$ cat config.mk
export PLATFORM = sky130hd
export DESIGN_NAME = prbs_chk_ctrl
export DESIGN_NICKNAME = d
export VERILOG_FILES = /design/src/rtl/prbs_chk_pkg.sv /design/src/rtl/prbs_chk_ctrl.sv
export SDC_FILE = /design/constraint.sdc
export NUM_CORES = 1
export LEC_CHECK = 0
export ABC_AREA = 1
export BUFFER_PORTS_ARGS = -buffer_cell sky130_fd_sc_hd__buf_2
export CORE_ASPECT_RATIO = 1.75
export CORE_MARGIN = 4
export CORE_UTILIZATION = 55
export DETAILED_ROUTE_END_ITERATION = 8
export PLACE_DENSITY = 0.76
export SLEW_MARGIN = 5
export SYNTH_ARGS = -nofsm -noshare
export SYNTH_HDL_FRONTEND = slang
export SYNTH_SLANG_ARGS = --single-unit
$ cat constraint.sdc
create_clock -name clk -period 1.7 [get_ports clk]
set_clock_uncertainty 0.05 [all_clocks]
set_input_delay 0.425 -clock clk [delete_from_list [all_inputs] [get_ports clk]]
set_output_delay 0.425 -clock clk [all_outputs]
set_load 0.05 [all_outputs]
$ cat src/rtl/prbs_chk_pkg.sv
package prbs_chk_pkg;

  localparam int HIST_W = 31;

  typedef enum logic {SEEK, TRACK} lockState_t;

  typedef struct packed {
    logic shift;    // a bit is accepted this cycle
    logic usePred;  // reference feeds on its own prediction
    logic cntBit;   // count a compared bit
    logic cntErr;   // count an error
    logic clrCnt;   // zero both counters
  } ctlStrobe_t;

  // index of the long tap (k-1)
  function automatic logic [4:0] idxLong(input logic [2:0] sel);
    case (sel)
      3'd0:    idxLong = 5'd6;
      3'd1:    idxLong = 5'd8;
      3'd2:    idxLong = 5'd14;
      3'd3:    idxLong = 5'd22;
      default: idxLong = 5'd30;
    endcase
  endfunction

  // index of the short tap (t-1)
  function automatic logic [4:0] idxShort(input logic [2:0] sel);
    case (sel)
      3'd0:    idxShort = 5'd5;
      3'd1:    idxShort = 5'd4;
      3'd2:    idxShort = 5'd13;
      3'd3:    idxShort = 5'd17;
      default: idxShort = 5'd27;
    endcase
  endfunction

endpackage

$ cat src/rtl/prbs_chk_ctrl.sv
module prbs_chk_ctrl
  import prbs_chk_pkg::*;
#(
  parameter int WIN_LEN   = 4096,
  parameter int ERR_LIMIT = 16
) (
  input  logic       clk,
  input  logic       rstN,
  input  logic       bitValid,
  input  logic       clear,
  input  logic [2:0] orderSel,
  input  logic       mismatch,
  output ctlStrobe_t strobe,
  output logic       locked
);

  localparam int WC_W = (WIN_LEN > 2) ? $clog2(WIN_LEN) : 1;
  localparam int WE_W = $clog2(ERR_LIMIT + 1);
  localparam logic [WC_W-1:0] WIN_END  = WC_W'(WIN_LEN - 1);
  localparam logic [WE_W-1:0] ERR_LAST = WE_W'(ERR_LIMIT - 1);

  lockState_t      state;
  logic [6:0]      seekCnt;
  logic [6:0]      kLen;
  logic [6:0]      lockAt;
  logic [WC_W-1:0] winCnt;
  logic [WE_W-1:0] winErr;

  always_comb begin
    kLen   = {2'b00, idxLong(orderSel)} + 7'd1;
    lockAt = 7'(kLen * 7'd3 - 7'd1);
    locked = (state == TRACK);
    strobe.shift   = bitValid;
    strobe.usePred = locked;
    strobe.cntBit  = locked && bitValid;
    strobe.cntErr  = locked && bitValid && mismatch;
    strobe.clrCnt  = clear;
  end

  always_ff @(posedge clk or negedge rstN) begin
    if (!rstN) begin
      state   <= SEEK;
      seekCnt <= '0;
      winCnt  <= '0;
      winErr  <= '0;
    end else if (bitValid) begin
      if (state == SEEK) begin
        if (seekCnt < kLen)      seekCnt <= seekCnt + 7'd1;
        else if (mismatch)       seekCnt <= '0;
        else if (seekCnt == lockAt) begin
          state  <= TRACK;
          winCnt <= '0;
          winErr <= '0;
        end else                 seekCnt <= seekCnt + 7'd1;
      end else begin
        if (mismatch && winErr == ERR_LAST) begin
          state   <= SEEK;
          seekCnt <= '0;
        end else if (winCnt == WIN_END) begin
          winCnt <= '0;
          winErr <= '0;
        end else begin
          winCnt <= winCnt + 1'b1;
          if (mismatch) winErr <= winErr + 1'b1;
        end
      end
    end
  end

  AST_LOCK_ON_MATCH: assert property (@(posedge clk) disable iff (!rstN)
    $rose(locked) |-> $past(bitValid && !mismatch));

  AST_WINDOW_BELOW_LIMIT: assert property (@(posedge clk) disable iff (!rstN)
    locked |-> (winErr < WE_W'(ERR_LIMIT)));

endmodule

==> Yosys cells after proc, flatten, opt, wreduce, memory -nomap -nowiden <==
Index checks and enable logic that the tools add are counted.
{ "word_totals": {"regBits": 25, "input_bits": 8, "output_inout_bits": 6, "word_cells": 55} }
{ "classes": {"addsub": 5, "mul": 1, "n_lt_le_gt_ge": 1, "eq_ne": 12, "muxes": 24, "reduce_logical": 8} }
{ "op_table": {"columns": ["operator", "count"], "rows": [
  ["$mux 12", 6],
  ["$mux 5", 7],
  ["$mux 7", 5],
  ["$pmux 5 s4", 1],
  ["$add 12x1->12 const B", 1],
  ["$eq 12x12->1 const B", 1],
  ["$add 7x1->7 const B", 1],
  ["$eq 7x7->1", 1],
  ["$lt 7x6->1", 1],
  ["$mul 6x2->7 const B", 1],
  ["$sub 7x1->7 const B", 1],
  ["$add 5x1->6 const B", 1],
  ["$eq 3x2->1 const B", 2],
  ["$reduce_and 6->1", 1],
  ["$add 5x1->5 const B", 1],
  ["$eq 5x4->1 const B", 1],
  ["$mux 1", 5],
  ["$reduce_and 5->1", 1],
  ["$ne 2x1->1 const B", 2],
  ["$ne 2x2->1 const B", 2],
  ["$ne 4x4->1 const B", 1],
  ["$eq 3x1->1 const B", 1],
  ["$logic_and 1x1->1", 3],
  ["$logic_not 3->1", 1],
  ["3 further kinds", 3]
]} }

==> Logic depth before layout (Yosys ltp) <==
{ "logic_depth": {"depth_word": 10, "mapped_depth": 17, "depth_no_buf": 17} }

==> Least setup slack after synthesis <==
OpenSTA, ideal clock, no wires.
{ "synth_path": {"path_kind": "input to register", "from": "in orderSel[1]", "to": "reg winCnt[9]", "setup_ns": 0.117, "arrival_time_ns": 2.209, "required_ns": 1.533, "setup_slack_ns": -0.676, "cell_stages": 15, "path_buffers": 1, "path_cell_list": "nand2_1 > inv_1 > o21ai_0 > fa_1 > nand2_1 > nand3_1 > nand2_1 > nand2_1 > nor2_2 > nand4_1 > nand2_2 > nand2_2 > buf_6 > nand2_1 > nand2_1"} }
{ "synth_via": {"elab_chain_cells": 8, "elab_cells_between_ends": 13, "cone_classes": "add/sub (2); mul (1); order compare (1); eq/ne (5); mux (1); reduce/logical (3)"} }
{ "synth_rtl": {"columns": ["element", "line", "rtl"], "rows": [
  ["from (decl)", "prbs_chk_ctrl.sv:11", "input logic [2:0] orderSel,"],
  ["$eq 3x2->1, or another cell as far along", "prbs_chk_pkg.sv:17", "case (sel)"],
  ["$pmux 5 s4 *", "prbs_chk_pkg.sv:17", null],
  ["$add 5x1->6 *", "prbs_chk_ctrl.sv:30", "kLen = {2'b00, idxLong(orderSel)} + 7'd1;"],
  ["$mul 6x2->7", "prbs_chk_ctrl.sv:31", "lockAt = 7'(kLen * 7'd3 - 7'd1);"],
  ["$sub 7x1->7", "prbs_chk_ctrl.sv:31", null],
  ["$eq 7x7->1", "prbs_chk_ctrl.sv:50", "else if (seekCnt == lockAt) begin"],
  ["$reduce_bool 2->1 (no line)", null, null],
  ["$reduce_and 5->1 (no line) *", null, null],
  ["to (signal assigned)", "prbs_chk_ctrl.sv:63", "winCnt <= winCnt + 1'b1;"],
  ["to (decl)", "prbs_chk_ctrl.sv:26", "logic [WC_W-1:0] winCnt;"]
]} }
Mark *: on every way between the ends. The rest lies on a longest branch, timed or not.
A chain may end at the register's enable or synchronous reset.

==> Worst setup path in the final report <==
{ "layout_path": {"from": "in orderSel[2]", "to": "reg winCnt[0]"} }
Same word-level chain as after synthesis.

==> flow_summary.ini <==
[sta]
fin_crit_sh = 1.29
fmax_mhz = 458
final.setup.worst_slack_ns = -0.485
hold_ws_ns = 0.0838
drv_slew = 0
rsz0062_at_grt = yes
fin_crit_ns = 2.18
worstMarginPinSlew_ns = 0.620
hold_viol_final = 0
setup_viol = 25
maxSlewHeadroom = 0.585

[placement]
place_ws_ns = -0.827
portBuffers = 11
dpl.hpwl_um = 3880
gp_congestion = 0.912
dp_cells = 383

[yosys]
ys_ff_latch = 25
yosysUniqueCellTypes = 34
yosysTopAreaCellShare = 0.308
syn_area_sq_um = 2030
avgSynthCellArea_sq_um = 6.75
ys_seq_area_frac = 0.308
synth_top_cells_by_area = dfrtp_1 (31%), nand2_1 (18%), nand3_1 (8.1%), nor2_1 (6.6%), ha_1 (5.5%)
syn_nets = 319
yosysTopAreaCell = dfrtp_1
ys_warn_count = 0
synth_most_common_cell = nand2_1
syn_inst = 301
synth-edff-count = 0
synth-main-ff-cell = dfrtp_1
synth_async_sr_flop_share = 1.00
synth_top_cells_by_count = nand2_1 (96), nor2_1 (36), nand3_1 (33)

[power_and_ir_drop]
leakage_uw = 0.00135
powerDensity_nw_per_um2 = 768
irDropWorstVdd_mv = 0.687
p_total_uw = 1980

[route]
vias = 2074
drc_errors = 0
drt-total-wl_um = 5280
viasPerCell = 5.26
drt_pre_antenna_iters = 4
ant_nets = 0
wl_per_cell_um = 13.4
first_iter_violations = 39

[cells_and_area]
area_growth_pct = 27.0
final_layout_size_suffix_gt1_frac = 0.282
diodes = 0
area.sequential_sq_um = 627
multiInputGateArea_sq_um = 1340
fin_nets = 367
fin_cells = 394
fillers = 306

[floorplanning]
die_area_sq_um = 4770
start_util = 0.566
dieHeight_um = 88.4
rows = 29
chipWidth_um = 54.0
io_pins = 14
core_sq_um = 3590

[worst_setup_path]
cp.arrival_ns = 2.30
r2r_cells = 9
critPathKind = in -> reg
path_cells = buf_8 > clkinvlp_4 > nand2_2 > inv_2 > fa_1 > nand2_1 > inv_1 > nor2_1 > nand2_1 > nand2_1 > nor2_2 > nand4_1 > nand2_4 > nand2_4 > nand2_1 > nand2_1
critPathBufInv = 4
cpMaxStageDelayCell = fa_1
end_kind = flop
r2r_slack_ns = -0.21
crit_path_max_incr_delay_ns = 0.51
cp_max_fo = 7
start_kind = input pin
worstPathRequired_ns = 1.82
reg2reg_to = seekCnt[4]$_DFFE_PN0P_
worstReg2RegStart = winErr[0]$_DFFE_PN0P_
cpLargestDelayFamily = simple AND/OR/NAND/NOR gates
cpMostUsedCell = nand2_1

[run_status]
violations = negative setup slack
status = finished with violations

[grt]
track_usage = 0.257
grt_pass1_vias = 2139
grt-ovfl-total = 0
antenna_found_initial = 0
grt_pass1_wl_um = 8940
grt_max_degree = 26

[hold_path]
hp-class = in -> async

[cts]
cts.clk_slew.worst_paths_ns = 0.09
cts_root_buffer = clkbuf_8
cts_tree = built
cts_buffers = 3
clock_path_buffers = 2
clock-sinks = 25
clk_latency_ns = 0.28
htree_levels = 1
cts_hold_buf = 0

[run]
cap_violations = 0
[cell type report]
cell class / count / share of cell area
Multi-Input combinational cell: 237 / 0.520
Timing Repair Buffer: 52 / 0.152
Clock inverter: 1 / 0.00194
Clock buffer: 3 / 0.0160
Sequential cell: 25 / 0.243
Tap cell: 46 / 0.0223
Inverter: 30 / 0.0456
[cells by family after synthesis]
logic type | after synthesis | synth area share
AND/OR/NAND/NOR | 200 | 0.452
adder cells (fa/ha/maj) | 10 | 0.0652
flip-flops | 25 | 0.308
XOR/XNOR | 6 | 0.0258
other | 1 | 0.00184
AO/OA/AOI/OAI | 19 | 0.0585
buffers and inverters | 40 | 0.0886
[layout by cell type (no fill, tap or decap), types with 2 or more instances in the layout]
cell and n:
buf_2 7, buf_4 40, a21oi_1 8, dfrtp_1 24
nand3_1 29, nand3_2 4, inv_1 25, nor2_4 3
nand2_1 87, ha_1 9, or2_2 2, clkbuf_8 3
buf_6 3, nor3b_1 3, inv_2 3, xor2_1 5
nand2_4 7, nor2_1 33, nand2_2 11, o21ai_0 3
nor2_2 3, o21bai_1 2, clkinv_2 2, nand3b_1 2
nor3_1 2, nand4_1 11
[sequential cells by signal (all words and copies together), names as in the netlist]
name and flops:
winCnt 12, seekCnt 7, winErr 5, locked 1
[stage by stage]
step / TNS [ns] / cell area (sq um) / util
after floorplan: -10.28 / 2060 / -
after global placement: -18.57 / 2370 / 0.659
after detailed placement: -19.89 / 2370 / 0.659
after CTS: -10.37 / 2550 / 0.711
after global routing: -14.50 / 2580 / 0.719
final: -11.14 / 2580 / 0.719
[where the power goes]
group | switching, uW | internal, uW
sequential | 57.4 | 679
combinational | 504 | 377
clock | 201 | 165
[worst reg2reg max path, stage by stage (launching register included)]
cell and delay (ns):
dfrtp_1 0.35, ha_1 0.16, nand2_1 0.08, nor2_1 0.09
ha_1 0.19, a21oi_1 0.11, nor2_1 0.49, nand2_4 0.15
nand2_1 0.10, nand2_1 0.05
[what timing repair did]
item                                    CTS  global route
gates cloned                              2             0
buffers inserted                          3             2
pin swaps                                37             3
endpoints found under the setup margin   25            27
resized for setup                        28             5
[per-layer routing]
layer / wire length [um] / global-route usage / up-vias
met5: 0 / 0 / -
met3: 161 / 0.0236 / 12
met1: 1870 / 0.241 / 949
met4: 142 / 0.126 / 0
li1: - / - / 1063
met2: 3100 / 0.511 / 50
[worst max-delay path by stage]
stage / cells after the start / slack (ns) / to / startpoint
floorplan: 16 / -0.45 / winCnt[9]$_DFFE_PN0P_ / orderSel[2]
detailed placement: 15 / -0.83 / winCnt[0]$_DFFE_PN0P_ / orderSel[1]
finish: 16 / -0.48 / winCnt[0]$_DFFE_PN0P_ / orderSel[2]
global placement: 14 / -0.78 / winCnt[1]$_DFFE_PN0P_ / orderSel[2]
global route: 16 / -0.64 / winCnt[10]$_DFFE_PN0P_ / orderSel[2]
CTS: 16 / -0.46 / winCnt[0]$_DFFE_PN0P_ / orderSel[2]
No activity file was read; power rests on OpenSTA's default activity.
